**src/rtl/bist_ag_pkg.sv**
```systemverilog
package bist_ag_pkg;
  typedef enum logic [1:0] {
    SEQ_COL_ROW      = 2'd0,
    SEQ_ROW_COL      = 2'd1,
    SEQ_COL_BANK_ROW = 2'd2,
    SEQ_ROW_BANK_COL = 2'd3
  } seq_e;
endpackage

```
**src/rtl/bist_ag_digit.sv**
```systemverilog
// One wrapping field counter between a low and a high bound.
module bist_ag_digit #(
  parameter int W = 3
) (
  input  logic         clk,
  input  logic         rst_n,
  input  logic         load,
  input  logic [W-1:0] init,
  input  logic         step,
  input  logic         down,
  input  logic [W-1:0] lo,
  input  logic [W-1:0] hi,
  output logic [W-1:0] val,
  output logic         at_end
);
  assign at_end = down ? (val == lo) : (val == hi);

  always_ff @(posedge clk) begin
    if (!rst_n) begin
      val <= '0;
    end else if (load) begin
      val <= init;
    end else if (step) begin
      if (at_end) val <= down ? hi : lo;
      else        val <= down ? val - W'(1) : val + W'(1);
    end
  end
endmodule

```
**src/rtl/bist_ag_seq.sv**
```systemverilog
// Three nested field counters whose carry order is chosen by the mode.
module bist_ag_seq import bist_ag_pkg::*; #(
  parameter int BANK_W = 2,
  parameter int ROW_W  = 3,
  parameter int COL_W  = 3
) (
  input  logic              clk,
  input  logic              rst_n,
  input  logic              load,
  input  logic              adv,
  input  seq_e              mode,
  input  logic              down,
  input  logic [BANK_W-1:0] b_lo, b_hi, b_init,
  input  logic [ROW_W-1:0]  r_lo, r_hi, r_init,
  input  logic [COL_W-1:0]  c_lo, c_hi, c_init,
  output logic [BANK_W-1:0] b_val,
  output logic [ROW_W-1:0]  r_val,
  output logic [COL_W-1:0]  c_val,
  output logic              last
);
  logic b_end, r_end, c_end;
  logic b_step, r_step, c_step;

  always_comb begin
    unique case (mode)
      SEQ_COL_ROW: begin
        c_step = adv;
        r_step = adv & c_end;
        b_step = adv & c_end & r_end;
      end
      SEQ_ROW_COL: begin
        r_step = adv;
        c_step = adv & r_end;
        b_step = adv & r_end & c_end;
      end
      SEQ_COL_BANK_ROW: begin
        c_step = adv;
        b_step = adv & c_end;
        r_step = adv & c_end & b_end;
      end
      default: begin
        r_step = adv;
        b_step = adv & r_end;
        c_step = adv & r_end & b_end;
      end
    endcase
  end

  assign last = b_end & r_end & c_end;

  bist_ag_digit #(.W(BANK_W)) u_bank (
    .clk(clk), .rst_n(rst_n), .load(load), .init(b_init), .step(b_step),
    .down(down), .lo(b_lo), .hi(b_hi), .val(b_val), .at_end(b_end));
  bist_ag_digit #(.W(ROW_W)) u_row (
    .clk(clk), .rst_n(rst_n), .load(load), .init(r_init), .step(r_step),
    .down(down), .lo(r_lo), .hi(r_hi), .val(r_val), .at_end(r_end));
  bist_ag_digit #(.W(COL_W)) u_col (
    .clk(clk), .rst_n(rst_n), .load(load), .init(c_init), .step(c_step),
    .down(down), .lo(c_lo), .hi(c_hi), .val(c_val), .at_end(c_end));
endmodule

```
**src/rtl/bist_ag_invert.sv**
```systemverilog
// Ping-pong stage: odd accesses complement the previous issue above the LSB.
module bist_ag_invert #(
  parameter int AW = 8
) (
  input  logic          clk,
  input  logic          rst_n,
  input  logic          start,
  input  logic          accept,
  input  logic          inv_en,
  input  logic [AW-1:0] cnt,
  output logic [AW-1:0] issued
);
  logic          phase;
  logic [AW-2:0] prev_hi;

  assign issued = phase ? {~prev_hi, cnt[0]} : cnt;

  always_ff @(posedge clk) begin
    if (!rst_n) begin
      phase   <= 1'b0;
      prev_hi <= '0;
    end else if (start) begin
      phase   <= 1'b0;
    end else if (accept) begin
      phase   <= inv_en ? ~phase : 1'b0;
      prev_hi <= issued[AW-1:1];
    end
  end
endmodule

```
**src/rtl/bist_addr_gen.sv**
```systemverilog
module bist_addr_gen import bist_ag_pkg::*; #(
  parameter int BANK_W = 2,
  parameter int ROW_W  = 3,
  parameter int COL_W  = 3
) (
  input  logic              clk,
  input  logic              rst_n,
  input  logic [1:0]        cfg_mode,
  input  logic              cfg_range,
  input  logic              cfg_down,
  input  logic              cfg_invert,
  input  logic [BANK_W-1:0] cfg_start_bank,
  input  logic [ROW_W-1:0]  cfg_start_row,
  input  logic [COL_W-1:0]  cfg_start_col,
  input  logic [BANK_W-1:0] cfg_end_bank,
  input  logic [ROW_W-1:0]  cfg_end_row,
  input  logic [COL_W-1:0]  cfg_end_col,
  input  logic              start,
  input  logic              advance,
  output logic [BANK_W-1:0] addr_bank,
  output logic [ROW_W-1:0]  addr_row,
  output logic [COL_W-1:0]  addr_col,
  output logic              addr_valid,
  output logic              bank_change,
  output logic              done
);
  localparam int AW = BANK_W + ROW_W + COL_W;

  seq_e              mode_raw, mode_q;
  logic              down_q, inv_q;
  logic              fixed_bank;
  logic [BANK_W-1:0] b_lo_raw, b_hi_raw, b_lo_q, b_hi_q, b_init;
  logic [ROW_W-1:0]  r_lo_raw, r_hi_raw, r_lo_q, r_hi_q, r_init;
  logic [COL_W-1:0]  c_lo_raw, c_hi_raw, c_lo_q, c_hi_q, c_init;
  logic [BANK_W-1:0] b_cnt;
  logic [ROW_W-1:0]  r_cnt;
  logic [COL_W-1:0]  c_cnt;
  logic [AW-1:0]     issued;
  logic              last, accept;
  logic              first_q;
  logic [BANK_W-1:0] prev_bank;

  assign mode_raw   = seq_e'(cfg_mode);
  assign fixed_bank = (mode_raw == SEQ_COL_ROW) || (mode_raw == SEQ_ROW_COL);
  assign accept     = addr_valid & advance & ~start;

  // Bounds from the raw configuration, used on the start cycle.
  always_comb begin
    if (cfg_range) begin
      b_lo_raw = cfg_start_bank; b_hi_raw = cfg_end_bank;
      r_lo_raw = cfg_start_row;  r_hi_raw = cfg_end_row;
      c_lo_raw = cfg_start_col;  c_hi_raw = cfg_end_col;
    end else begin
      b_lo_raw = '0; b_hi_raw = '1;
      r_lo_raw = '0; r_hi_raw = '1;
      c_lo_raw = '0; c_hi_raw = '1;
    end
    if (fixed_bank) begin
      b_lo_raw = cfg_range ? cfg_start_bank : '0;
      b_hi_raw = b_lo_raw;
    end
  end

  assign b_init = cfg_down ? b_hi_raw : b_lo_raw;
  assign r_init = cfg_down ? r_hi_raw : r_lo_raw;
  assign c_init = cfg_down ? c_hi_raw : c_lo_raw;

  always_ff @(posedge clk) begin
    if (!rst_n) begin
      mode_q <= SEQ_COL_ROW;
      down_q <= 1'b0;
      inv_q  <= 1'b0;
      b_lo_q <= '0; b_hi_q <= '0;
      r_lo_q <= '0; r_hi_q <= '0;
      c_lo_q <= '0; c_hi_q <= '0;
    end else if (start) begin
      mode_q <= mode_raw;
      down_q <= cfg_down;
      inv_q  <= cfg_invert;
      b_lo_q <= b_lo_raw; b_hi_q <= b_hi_raw;
      r_lo_q <= r_lo_raw; r_hi_q <= r_hi_raw;
      c_lo_q <= c_lo_raw; c_hi_q <= c_hi_raw;
    end
  end

  bist_ag_seq #(.BANK_W(BANK_W), .ROW_W(ROW_W), .COL_W(COL_W)) u_seq (
    .clk(clk), .rst_n(rst_n), .load(start), .adv(accept),
    .mode(mode_q), .down(down_q),
    .b_lo(b_lo_q), .b_hi(b_hi_q), .b_init(b_init),
    .r_lo(r_lo_q), .r_hi(r_hi_q), .r_init(r_init),
    .c_lo(c_lo_q), .c_hi(c_hi_q), .c_init(c_init),
    .b_val(b_cnt), .r_val(r_cnt), .c_val(c_cnt), .last(last));

  bist_ag_invert #(.AW(AW)) u_inv (
    .clk(clk), .rst_n(rst_n), .start(start), .accept(accept),
    .inv_en(inv_q), .cnt({b_cnt, r_cnt, c_cnt}), .issued(issued));

  assign addr_bank = issued[AW-1 -: BANK_W];
  assign addr_row  = issued[COL_W +: ROW_W];
  assign addr_col  = issued[COL_W-1:0];

  always_ff @(posedge clk) begin
    if (!rst_n) begin
      addr_valid <= 1'b0;
      done       <= 1'b0;
      first_q    <= 1'b0;
      prev_bank  <= '0;
    end else if (start) begin
      addr_valid <= 1'b1;
      done       <= 1'b0;
      first_q    <= 1'b1;
    end else if (accept) begin
      first_q   <= 1'b0;
      prev_bank <= addr_bank;
      if (last) begin
        addr_valid <= 1'b0;
        done       <= 1'b1;
      end
    end
  end

  assign bank_change = addr_valid & (first_q | (addr_bank != prev_bank));
endmodule

```
**config.mk**
```make
export PLATFORM = sky130hd
export DESIGN_NAME = bist_addr_gen
export DESIGN_NICKNAME = d
export VERILOG_FILES = /design/src/rtl/bist_ag_pkg.sv /design/src/rtl/bist_ag_digit.sv /design/src/rtl/bist_ag_seq.sv /design/src/rtl/bist_ag_invert.sv /design/src/rtl/bist_addr_gen.sv
export SDC_FILE = /design/constraint.sdc
export NUM_CORES = 1
export LEC_CHECK = 0
export ABC_CLOCK_PERIOD_IN_PS = 2200
export BUFFER_PORTS_ARGS = -buffer_cell sky130_fd_sc_hd__buf_2
export CORE_ASPECT_RATIO = 1.5
export CORE_MARGIN = 3
export CORE_UTILIZATION = 52
export DETAILED_ROUTE_END_ITERATION = 8
export PLACE_DENSITY = 0.76
export SYNTH_ARGS = -nofsm -noshare
export SYNTH_HDL_FRONTEND = slang
export SYNTH_HIERARCHICAL = 1
export SYNTH_SLANG_ARGS = --single-unit
```
**constraint.sdc**
```tcl
create_clock -name clk -period 2.2 [get_ports clk]
set_input_delay 0.44 -clock clk [delete_from_list [all_inputs] [get_ports clk]]
set_output_delay 0.44 -clock clk [all_outputs]
set_load 0.02 [all_outputs]
```
==> metrics.yaml, run 1 <==
detailed_routing:
  wirelength_um: 5960
  drtAntennaViolNets: 0
  num_vias: 2335
  wl_per_cell_um: 14.2
  drt_iter0_drc: 109
  drc: 0
  vias_per_cell: 5.59
  first_pass_iters: 4
die:
  rows: 31
  dieArea_mm2: 0.00599
  die-height_um: 93.3
  core_mm2: 0.00489
  die_w_um: 64.2
  io_pins: 36
  initial_core_util_pct: 54.1
clocking:
  clk_latency_ns: 0.29
  postCtsHoldBufs: 0
  numCtsBuffers: 5
  cts_tree: "done"
  path_clk_slew_ns: 0.08
  cts.sinks: 41
  cts-root-buf: "clkbuf_8"
  clockBufferDepth: 2
  htree_levels: 2
timing:
  slew_viol_final: 0
  tns_ns: 0
  fin_hold_ws_ns: 0.411
  rsz0062_at_grt: "true"
  max_freq_mhz: 470
  setup_violations: 0
  max-slew-margin-rel_pct: 58.4
  timing.final.ws_setup_ns: 0.0720
  tightest_slew_ns: 0.625
  finClkSkew_ns: 0.00274
  hold_violations: 0
  period_minus_slack_ns: 2.13
  period_share_pct: 96.7
synth:
  ys_types: 40
  synth_edf_count: 0
  synthArstFlopShare_pct: 0
  syn_nets: 330
  avgSynthCellArea_um2: 8.73
  synthCells: 303
  synth_seq_cells: 41
  ys.flop_type: "dfxtp_1"
  ys_seq_area_share_pct: 31.0
  yosysWarnings: 6
  syn_area_mm2: 0.00264
placement:
  port_buffers: 35
  dpl.hpwl_um: 4290
  placed_area_mm2: 0.00295
  dp_slack_ns: -0.0536
  place.gp.congestion: 0.879
worst_setup_path:
  worstPathRequired_ns: 2.44
  start_kind: "register"
  crit_arrival_ns: 2.36
  path_max_fanout: 4
  crit_type: "register to register"
  end_kind: "register"
layout:
  post-route-util_pct: 65.3
  final_cell_mix: "dfxtp_1 (39), buf_2 (35), nand2_1 (34)"
  n_antenna_cell: 0
  drive_above_1_share_pct: 26.4
  fin_nets: 378
  stdcell_area_mm2: 0.00319
  areaGrowthSynthToFinish_pct: 20.8
  final_common_cell: "dfxtp_1"
  fillers: 432
grt:
  antenna_found_initial: 0
  track_usage_pct: 20.3
  grt_max_degree: 62
  grt_pass1_wl_um: 9890
  grt_pass1_vias: 2210
  grt-ovfl-total: 0
power_and_ir_drop:
  leakagePower_uw: 0.00132
  cellPowerDensity_mw_per_mm2: 585
  ir_drop_mv: 0.455
job:
  max_cap_viol_count: 0
hold_path:
  hold_class: "input pin to register"
run_status:
  outcome: "completed"
metrics by stage:
| stage | power, µW | instances |
|---|---|---|
| 6_report | 1870 | 418 |
| 5_1_grt | 1960 | 418 |
| 4_1_cts | 1830 | 416 |
| 3_5_place_dp | 1290 | 407 |
| 3_3_place_gp | 1270 | 407 |
| 2_1_floorplan | 1140 | 303 |
path summary, 6_finish.rpt:
check	slack, ns	depth (start not counted)	from	endpoint
setup / recovery	0.07	10	down_q	u_seq/u_bank/val[0]
hold / removal	0.41	3	cfg_invert	inv_q
setup reg to reg	0.07	10	down_q	u_seq/u_bank/val[0]
hold reg to reg	0.50	2	u_inv/prev_hi[6]	u_inv/prev_hi[6]
report_power, final:
part / internal [µW] / switching, µW / total [µW]
clock network: 284 / 257 / 540
registers: 779 / 47.4 / 826
logic: 246 / 255 / 501
total: 1310 / 559 / 1870
cells in the mapped netlist, types with 7 or more instances:
library cell,instances,area (µm²)
nor2b_1,21,131
buf_2,7,35.0
nand2_1,34,128
dfxtp_1,41,821
a21oi_1,20,100
xnor2_1,16,140
nand2b_1,13,81.3
a21boi_0,9,67.6
a21o_1,7,52.6
inv_1,13,48.8
o21ai_0,11,55.1
mux2i_1,18,180
o31ai_1,10,75.1
nand3_1,9,45.0
layout make-up:
type | instances | area, µm² | area share, %
well taps | 66 | 82.6 | 2.59
inverters | 13 | 48.8 | 1.53
clock inverters | 1 | 5.00 | 0.157
flip-flops and latches | 41 | 823 | 25.8
repair buffers | 58 | 363 | 11.4
clock buffers | 7 | 96.3 | 3.02
multi-input cells | 232 | 1770 | 55.6
timing repair:
item,4_1_cts,5_1_grt
setup buffers,1,2
gates resized for setup,1,24
pin swaps,2,5
setup endpoints to repair,7,9
cell families (layout without fill, tap and decap cells):
family	after synthesis	in the layout	synth area share [%]
compound gates	85	85	22.8
flops	41	41	31.0
fa+ha+maj	2	2	1.51
buf+inv	30	79	6.15
simple gates	96	96	19.6
xor+xnor	22	22	7.57
mux	27	27	11.4
flip-flops by register name (all words and copies together), names as in the netlist:
register	flops
u_inv/prev_hi	7
c_hi_q	3
c_lo_q	3
r_hi_q	3
r_lo_q	3
u_seq/u_col/val	3
u_seq/u_row/val	3
b_hi_q	2
b_lo_q	2
mode_q	2
prev_bank	2
u_seq/u_bank/val	2
addr_valid	1
done	1
down_q	1
first_q	1
inv_q	1
u_inv/phase	1
routing by layer:
metal	wire, µm	global-route usage [%]	up-vias
met1	2720	25.8	1107
met4	63	6.70	0
li1	-	-	1172
met3	189	3.25	5
met5	0	0	-
met2	2990	34.6	51
worst max-delay path: stages (launching register included):
cell and delay (ns):
dfxtp_2 0.36, buf_6 0.15, mux2i_4 0.27, xnor2_2 0.13, nor3_4 0.25, mux2i_1 0.12, o21ai_2 0.20, o21ai_1 0.08
mux2_2 0.27, o21ai_2 0.11, a22o_1 0.13
(Power assumes the default switching activity.)
==> run 2, diff against run 1 <==
Settings changed: GPL_TIMING_DRIVEN set to 0.
==> metrics.yaml, run 2 (synthesis results as in run 1) <==
job:
  max_cap_viol_count: 0  # unchanged
timing:
  setup_violations: 1  # +1
  max-slew-margin-rel_pct: 68.7  # +10 points
  max_freq_mhz: 447  # -4.9%
  finClkSkew_ns: 0.00500  # +0.00226 ns
  hold_violations: 0  # unchanged
  rsz0062_at_grt: "true"
  slew_viol_final: 0  # unchanged
  timing.final.ws_setup_ns: -0.0384  # -0.110 ns
  tightest_slew_ns: 0.469  # -0.156 ns
  period_minus_slack_ns: 2.24  # +0.110 ns
  period_share_pct: 102  # +5.0 points
  tns_ns: -0.0384  # -0.0384 ns
grt:
  grt_pass1_wl_um: 10300  # +4.5%
  grt-ovfl-total: 0  # unchanged
  track_usage_pct: 21.6  # +1.4 points
  antenna_found_initial: 0  # unchanged
  grt_pass1_vias: 2204  # -0.27%
  grt_max_degree: 27  # -56%
layout:
  regArea_um2: 825  # +0.15%
  stdcell_area_mm2: 0.00327  # +2.4%
  fillers: 418  # -3.2%
  largest_reg_flops: 7  # unchanged
  multi_input_area_mm2: 0.00182  # +2.8%
  final_cell_mix: "buf_2 (41), dfxtp_1 (40), nand2_1 (34)"
  n_antenna_cell: 0  # unchanged
  final_common_cell: "buf_2"
  drive_above_1_share_pct: 27.0  # +0.60 points
  areaGrowthSynthToFinish_pct: 23.6
  fin_nets: 385  # +1.9%
  largest-register: "u_inv/prev_hi"
  fin_cells: 425  # +1.7%
power_and_ir_drop:
  p_int_uw: 1260  # -3.9%
  switching_share_pct: 31.8  # +1.9 points
  leakagePower_uw: 0.00137  # +3.5%
  ir_drop_mv: 0.487  # +7.1%
  power_frac_clock_pct: 26.3  # -2.6 points
  p_switching_uw: 586  # +4.9%
  cellPowerDensity_mw_per_mm2: 564  # -3.5%
  p_seq_share_pct: 44.9  # +0.7 points
  pwr-share-comb_pct: 28.8  # +2.0 points
detailed_routing:
  drtAntennaViolNets: 0  # unchanged
  num_vias: 2353  # +0.77%
  drt_iter0_drc: 87  # -20%
  drc: 0  # unchanged
  vias_per_cell: 5.54  # -0.89%
  wirelength_um: 6440  # +8.1%
  first_pass_iters: 4  # unchanged
  wl_per_cell_um: 15.1  # +6.3%
worst_setup_path:
  r2r_slack_ns: -0.04  # -0.11 ns
  crit_type: "register to register"
  r2r_start: "down_q"
  start_kind: "register"
  crit_path_top_delay_cell: "dfxtp_4"
  r2r_cells: 10  # unchanged
  reg2reg_to: "u_seq/u_bank/val[0]"
  max_stage_delay_ns: 0.40  # +0.04 ns
  crit_chain: "buf_12, mux2i_4, xnor2_4, nor3_4, mux2i_1, o21ai_2, o21ai_1, mux2_4, o21ai_2, a22o_1"
  worstPathRequired_ns: 2.45  # about the same
  path_max_fanout: 8  # +4
  cpMostUsedCell: "o21ai_2"
  end_kind: "register"
  crit_arrival_ns: 2.49  # +0.13 ns
clocking:
  clk_latency_ns: 0.30  # about the same
  cts-root-buf: "clkbuf_8"
  numCtsBuffers: 5  # unchanged
  path_clk_slew_ns: 0.08  # about the same
  cts_tree: "done"
  clockBufferDepth: 2  # unchanged
  htree_levels: 2  # unchanged
  cts.sinks: 41  # unchanged
  postCtsHoldBufs: 0  # unchanged
die:
  die_w_um: 64.2  # unchanged
  io_pins: 36  # unchanged
  die-height_um: 93.3  # unchanged
  initial_core_util_pct: 54.1  # unchanged
  rows: 31  # unchanged
  dieArea_mm2: 0.00599  # unchanged
  core_mm2: 0.00489  # unchanged
hold_path:
  holdPathEnd: "mode_q[0]"
  hold_class: "input pin to register"
  min_from: "cfg_mode[0]"
  hold_path_depth: 3  # unchanged
run_status:
  failed_checks: "negative setup slack"
  outcome: "complete, but fails checks"
placement:
  dp.cells: 403  # -0.98%
  place.gp.congestion: 0.828  # -5.7%
  port_buffers: 34  # -2.9%
  dpl.hpwl_um: 4580  # +6.8%
  placed_area_mm2: 0.00291  # -1.4%
## run 2: cell types whose count changed in the layout (fill, tap and decap cells not counted), sizes merged
cell    previous run  this run
clkinv             1         2
buf               58        63
clkbuf             7         8
## run 2: worst max-delay path by stage
stage	startpoint	to	slack, ns	cells after the start
after floorplan	down_q	u_seq/u_bank/val[0]	0.03	10
after global placement	down_q	u_seq/u_bank/val[0]	-0.25	10
after detailed placement	down_q	u_seq/u_bank/val[0]	-0.31	10
after CTS	down_q	u_seq/u_bank/val[0]	-0.004	10
after global routing	down_q	u_seq/u_bank/val[0]	-0.14	10
final	down_q	u_seq/u_bank/val[0]	-0.04	10
## run 2: area by class of cell
class	instances	share of cell area (%)
plain buffers	17	4.02
clock buffers	6	2.22
clock inverters	2	0.306
inverters	13	1.49
multi-input cells	232	55.8
flip-flops and latches	41	25.2
well taps	66	2.53
repair buffers	48	8.42
## run 2: timing repair
action                                  in CTS  in global routing
pin swaps                                    4                  6
buffers inserted                             5                  9
resized for setup                           20                 10
endpoints found under the setup margin       8                  9
## run 2: stage by stage
stage | utilization (%) | worst slack, ns | total power, µW | hold WS, ns
after floorplan | - | 0.0256 | 1140 | 0.466
after global placement | 59.5 | -0.254 | 1250 | 0.478
after detailed placement | 59.5 | -0.308 | 1260 | 0.484
after CTS | 64.4 | -0.00427 | 1790 | 0.406
after global routing | 66.9 | -0.139 | 1930 | 0.423
final | 66.9 | -0.0384 | 1840 | 0.410
## run 2: power by group through the flow
stage	combinational, µW	clock, µW	sequential [µW]
after floorplan	315	0	829
after global placement	415	0	835
after detailed placement	424	0	838
after CTS	474	492	825
after global routing	572	522	835
final	532	484	828
## run 2: worst max-delay path, delay by kind of cell (launching register included)
| family | cells | cell delay, ns |
|---|---|---|
| mux | 3 | 0.72 |
| compound gates | 4 | 0.55 |
| flops | 1 | 0.40 |
| simple gates | 1 | 0.25 |
| buf+inv | 1 | 0.15 |
| xor+xnor | 1 | 0.13 |
## run 2: routing by layer
| metal | vias to the layer above | track usage (%) | routed length [µm] |
|---|---|---|---|
| met2 | 46 | 40.1 | 3440 |
| met4 | 0 | 6.35 | 78 |
| met1 | 1105 | 25.1 | 2680 |
| met3 | 6 | 3.49 | 241 |
| li1 | 1196 | - | - |
| met5 | - | 0 | 0 |
